## config.mk

```make
export PLATFORM = sky130hd
export DESIGN_NAME = psram_sleep_ctrl
export DESIGN_NICKNAME = d
export VERILOG_FILES = /design/src/rtl/psram_sleep_pkg.sv /design/src/rtl/psram_low_qual.sv /design/src/rtl/psram_init_timer.sv /design/src/rtl/psram_mode_fsm.sv /design/src/rtl/psram_sleep_ctrl.sv
export SDC_FILE = /design/constraint.sdc
export NUM_CORES = 1
export LEC_CHECK = 0
export ABC_AREA = 1
export BUFFER_PORTS_ARGS = -buffer_cell sky130_fd_sc_hd__buf_4
export CORE_MARGIN = 1
export CORE_UTILIZATION = 55
export CTS_CLUSTER_DIAMETER = 100
export DETAILED_ROUTE_END_ITERATION = 16
export PLACE_DENSITY = 0.78
export SLEW_MARGIN = 20
export SYNTH_ARGS = -nofsm -noshare
export SYNTH_HDL_FRONTEND = slang
export SYNTH_SLANG_ARGS = --single-unit
```

## constraint.sdc

```tcl
create_clock -name clk -period 1.8 [get_ports clk]
set_input_delay 0.09 -clock clk [delete_from_list [all_inputs] [get_ports clk]]
set_output_delay 0.09 -clock clk [all_outputs]
set_load 0.02 [all_outputs]
```

## src/rtl/psram_sleep_pkg.sv

```systemverilog
package psram_sleep_pkg;

    localparam int CFG_W     = 8;
    localparam int SEL_BIT   = 4;
    localparam int SCOPE_BIT = 0;
    localparam logic [CFG_W-1:0] CFG_RESET = 8'h11;

    typedef enum logic [1:0] {
        PM_ACTIVE  = 2'd0,
        PM_PARTIAL = 2'd1,
        PM_DEEP    = 2'd2,
        PM_INIT    = 2'd3
    } pmode_t;

    typedef struct packed {
        logic en;
        logic full;
    } refresh_t;

    function automatic int us_to_cycles(input int mhz, input int us);
        return mhz * us;
    endfunction

    function automatic refresh_t refresh_for(input pmode_t m, input logic scope_full);
        refresh_t r;
        case (m)
            PM_DEEP:    r = '{en: 1'b0, full: 1'b0};
            PM_PARTIAL: r = '{en: scope_full, full: scope_full};
            default:    r = '{en: 1'b1, full: 1'b1};
        endcase
        return r;
    endfunction

endpackage

```

## src/rtl/psram_low_qual.sv

```systemverilog
module psram_low_qual #(
    parameter int LOW_CYC = 10
) (
    input  logic clk,
    input  logic rst,
    input  logic sleep_n,
    output logic qual
);
    localparam int CW = $clog2(LOW_CYC + 2);
    localparam logic [CW-1:0] LIM = CW'(LOW_CYC);

    logic [CW-1:0] cnt;

    always_ff @(posedge clk) begin
        if (rst || sleep_n) begin
            cnt <= '0;
        end else if (cnt <= LIM) begin
            cnt <= cnt + 1'b1;
        end
    end

    assign qual = (cnt > LIM);
endmodule

```

## src/rtl/psram_init_timer.sv

```systemverilog
module psram_init_timer #(
    parameter int INIT_CYC = 150
) (
    input  logic clk,
    input  logic rst,
    input  logic run,
    output logic done
);
    localparam int CW = $clog2(INIT_CYC + 1);
    localparam logic [CW-1:0] LAST = CW'(INIT_CYC - 1);

    logic [CW-1:0] cnt;

    always_ff @(posedge clk) begin
        if (rst || !run) begin
            cnt <= '0;
        end else if (cnt != LAST) begin
            cnt <= cnt + 1'b1;
        end
    end

    assign done = run && (cnt == LAST);
endmodule

```

## src/rtl/psram_mode_fsm.sv

```systemverilog
module psram_mode_fsm
    import psram_sleep_pkg::*;
(
    input  logic   clk,
    input  logic   rst,
    input  logic   sleep_n,
    input  logic   qual,
    input  logic   sel_partial,
    input  logic   lock,
    input  logic   wr_acc,
    input  logic   wr_sel,
    input  logic   init_done,
    output pmode_t mode
);
    pmode_t st, nx;
    logic   armed, armed_nx;

    always_comb begin
        nx       = st;
        armed_nx = armed;
        case (st)
            PM_ACTIVE: begin
                if (wr_acc) begin
                    if (wr_sel) begin
                        nx       = PM_PARTIAL;
                        armed_nx = 1'b0;
                    end
                end else if (qual) begin
                    if (!sel_partial) begin
                        nx = PM_DEEP;
                    end else if (!lock) begin
                        nx       = PM_PARTIAL;
                        armed_nx = 1'b1;
                    end
                end
            end
            PM_PARTIAL: begin
                armed_nx = armed | ~sleep_n;
                if (armed && sleep_n) nx = PM_ACTIVE;
            end
            PM_DEEP: begin
                if (sleep_n) nx = PM_INIT;
            end
            PM_INIT: begin
                if (init_done) nx = PM_ACTIVE;
            end
            default: nx = PM_ACTIVE;
        endcase
    end

    always_ff @(posedge clk) begin
        if (rst) begin
            st    <= PM_ACTIVE;
            armed <= 1'b0;
        end else begin
            st    <= nx;
            armed <= armed_nx;
        end
    end

    assign mode = st;
endmodule

```

## src/rtl/psram_sleep_ctrl.sv

```systemverilog
module psram_sleep_ctrl
    import psram_sleep_pkg::*;
#(
    parameter int CLK_MHZ = 100,
    parameter int LOW_US  = 10,
    parameter int INIT_US = 150
) (
    input  logic             clk,
    input  logic             rst,
    input  logic             sleep_n,
    input  logic             cfg_wr,
    input  logic [CFG_W-1:0] cfg_wdata,
    input  logic             cmd_rd,
    input  logic             cmd_wr,
    output logic             cmd_rd_ok,
    output logic             cmd_wr_ok,
    output logic             busy,
    output logic [1:0]       mode,
    output logic             refresh_en,
    output logic             refresh_full,
    output logic             data_lost,
    output logic [CFG_W-1:0] cfg_q
);
    localparam int LOW_CYC  = us_to_cycles(CLK_MHZ, LOW_US);
    localparam int INIT_CYC = us_to_cycles(CLK_MHZ, INIT_US);

    pmode_t   cur;
    logic     qual, init_done, wr_acc, sw_lock;
    refresh_t rf;

    psram_low_qual #(.LOW_CYC(LOW_CYC)) u_qual (
        .clk(clk), .rst(rst), .sleep_n(sleep_n), .qual(qual)
    );

    psram_init_timer #(.INIT_CYC(INIT_CYC)) u_timer (
        .clk(clk), .rst(rst), .run(cur == PM_INIT), .done(init_done)
    );

    psram_mode_fsm u_fsm (
        .clk(clk), .rst(rst), .sleep_n(sleep_n), .qual(qual),
        .sel_partial(cfg_q[SEL_BIT]), .lock(sw_lock),
        .wr_acc(wr_acc), .wr_sel(cfg_wdata[SEL_BIT]),
        .init_done(init_done), .mode(cur)
    );

    assign wr_acc = cfg_wr && (cur == PM_ACTIVE || cur == PM_PARTIAL);

    always_ff @(posedge clk) begin
        if (rst) begin
            cfg_q     <= CFG_RESET;
            sw_lock   <= 1'b0;
            data_lost <= 1'b0;
        end else begin
            if (wr_acc) begin
                cfg_q   <= cfg_wdata;
                sw_lock <= 1'b1;
            end
            if (cur == PM_DEEP || (cur == PM_PARTIAL && !cfg_q[SCOPE_BIT]))
                data_lost <= 1'b1;
        end
    end

    assign rf           = refresh_for(cur, cfg_q[SCOPE_BIT]);
    assign refresh_en   = rf.en;
    assign refresh_full = rf.full;
    assign busy         = (cur != PM_ACTIVE);
    assign cmd_rd_ok    = cmd_rd && (cur == PM_ACTIVE);
    assign cmd_wr_ok    = cmd_wr && (cur == PM_ACTIVE);
    assign mode         = cur;
endmodule

```

==> results.sh <==
export IMPL_finalSetupViolCount=0
export IMPL_ff_latch_area_um2=740.7
export IMPL_cts_setup_buffers=0
export IMPL_final_cell_mix="nand2_1, nor2_1, dfxtp_1, inv_1, buf_4"
export IMPL_grt_antenna_before_repair=0
export IMPL_dr_total_vias=1776
export IMPL_maxSlewHeadroom=0.7041
export IMPL_multi_input_area_um2=925.9
export IMPL_port_buffers=29
export IMPL_viasPerCell=4.933
export IMPL_min_path_cells=4
export IMPL_avgRoutedWirePerCell_um=10.42
export IMPL_grt_pass1_wl_mm=6.444
export IMPL_synth_top_area_share=0.4016
export IMPL_syn_cell_area_um2=1844
export IMPL_worstPathRequired_ns=1.71
export IMPL_nNetsFinal=332
export IMPL_finalSetupTns_ns=0
export IMPL_synthCells=275
export IMPL_dp_cells=343
export IMPL_rows=20
export IMPL_synth_area_leader_cell="dfxtp_1"
export IMPL_synth_seq_cells=37
export IMPL_n_fill_cell=270
export IMPL_synth_yosys_warnings=0
export IMPL_start_util=0.5896
export IMPL_synth_nets=292
export IMPL_clock_sinks=37
export IMPL_slew_viol_final=0
export IMPL_ios=30
export IMPL_tightestPinTransition_ns=0.4422
export IMPL_drive_gt1_frac=0.1392
export IMPL_ant_nets=0
export IMPL_crit_type="flop to primary output"
export IMPL_irDropWorstVdd_v=0.0007434
export IMPL_cts_buffers=5
export IMPL_clock_latency_ns=0.34
export IMPL_route_detailed_drc=0
export IMPL_clock_skew_ns=0.007745
export IMPL_cts_resized=0
export IMPL_final_util=0.7088
export IMPL_min_period_ns=1.511
export IMPL_areaGrowthSynthToFinish_pct=20.22
export IMPL_clk_pin_slew_ns=0.10
export IMPL_fp_dieArea_um2=3589
export IMPL_cap_violations=0
export IMPL_gp_congestion=0.9022
export IMPL_grt_setup_unrepaired="false"
export IMPL_h_tree_depth=2
export IMPL_netlist_cell_type_count=30
export IMPL_core_um2=3128
export IMPL_dieHeight_um=59.91
export IMPL_final_area_um2=2217
export IMPL_grt_ovfl_total=0
export IMPL_dieWidth_um=59.91
export IMPL_p_leak_nw=0.9484
export IMPL_yosysSeqAreaShare=0.4016
export IMPL_clock_tree_root_cell="clkbuf_4"
export IMPL_min_period_over_period=0.8393
export IMPL_r2r_cells=9
export IMPL_max_freq_ghz=0.6620
export IMPL_cts_tree="built"
export IMPL_setup_worst_path_end_class="primary output"
export IMPL_hold_class="input port to flop"
export IMPL_grt_pass1_vias=1542
export IMPL_hpwl_mm=2.714
export IMPL_initialDrtViolationCount=119
export IMPL_grt_max_degree=13
export IMPL_grtUsageTotal=0.2426
export IMPL_start_kind="flop"
export IMPL_outcome="completed"
export IMPL_cts_buffer_depth=2
export IMPL_final_common_cell="nand2_1"
export IMPL_final_cell_count_no_fill=360
export IMPL_wl_mm=3.752
export IMPL_p_per_area_nw_per_um2=961.7
export IMPL_hold_viol=0
export IMPL_crit_arrival_ns=1.42
export IMPL_syn_avg_cell_area_um2=6.706
export IMPL_path_max_fanout=9
export IMPL_diodes=0
export IMPL_first_pass_iters=4
export IMPL_placedInstanceArea_um2=2078
export IMPL_yosys_top_cells_area="dfxtp_1, nand2_1, nor2_1"
path summary, 6_finish.rpt:
check,from,endpoint,slack [ns]
max,u_fsm.mode[1],refresh_en,0.29
min,cfg_wr,u_fsm.armed,0.06
max reg2reg,u_qual.cnt[0],u_fsm.armed,0.31
min reg2reg,sw_lock,sw_lock,0.48
sequential cells by signal (all words and copies together), names as in the netlist:
| name | flops |
|---|---|
| u_qual.cnt | 10 |
| u_fsm.mode | 2 |
| u_timer.cnt | 14 |
| data_lost | 1 |
| u_fsm.armed | 1 |
| sw_lock | 1 |
| cfg_q | 8 |
worst max-delay path, stage by stage, from the launching register on:
cell and delay, ns:
dfxtp_1 0.57, nand2_1 0.15, o21ai_0 0.12, inv_1 0.08, buf_4 0.16
area by class of cell:
type / instances / area share
well taps: 44 / 0.02483
clock buffers: 8 / 0.02201
multi-input cells: 196 / 0.4176
flip-flops and latches: 37 / 0.3341
inverters: 37 / 0.06264
repair buffers: 38 / 0.1388
power breakdown:
part | internal, mW | switching, mW
clock network | 0.156 | 0.256
registers | 0.892 | 0.0766
logic | 0.299 | 0.453
total | 1.35 | 0.785
routing by layer:
| metal | track usage | share of wire | up-vias |
|---|---|---|---|
| li1 | - | - | 948 |
| met1 | 0.3138 | 0.49 | 788 |
| met2 | 0.3794 | 0.45 | 34 |
| met3 | 0.07143 | 0.044 | 6 |
| met4 | 0.09302 | 0.012 | 0 |
| met5 | 0 | 0 | - |
synthesized netlist by cell type (all sizes together):
library cell   n
ha             3
a31oi          2
or2            6
nor4           1
o21ai         21
nand3b         2
a21oi         19
nand3         15
nor2          53
xnor2          3
nor3b          1
nand2         62
dfxtp         37
o21a           1
a32oi          1
clkinv         1
nor3           4
nand4          1
and3           1
buf            5
inv           36
stage by stage:
step	hold slack, ns	setup WS (ns)	total power, mW
final	0.06432	0.2893	2.132
after global routing	0.04907	0.1016	2.282
after CTS	0.04645	0.2798	2.149
after detailed placement	0.2979	0.3317	1.720
after global placement	0.2952	0.3705	1.712
after floorplan	0.1591	0.5297	1.493
logic make-up (layout without fill, tap and decap cells):
group / after synthesis / count (layout) / share of synthesized area
AO/OA/AOI/OAI: 44 / 44 / 0.1242
AND/OR/NAND/NOR: 146 / 146 / 0.3433
adder cells (fa/ha/maj): 3 / 3 / 0.02035
buffers and inverters: 42 / 83 / 0.09633
XOR/XNOR: 3 / 3 / 0.01425
flip-flops: 37 / 37 / 0.4016
repair_timing:
action,CTS,global route
hold buffers,9,0
endpoints found under the hold margin,9,0
setup endpoints to repair,0,0
Power figures use the tool's default switching activity.
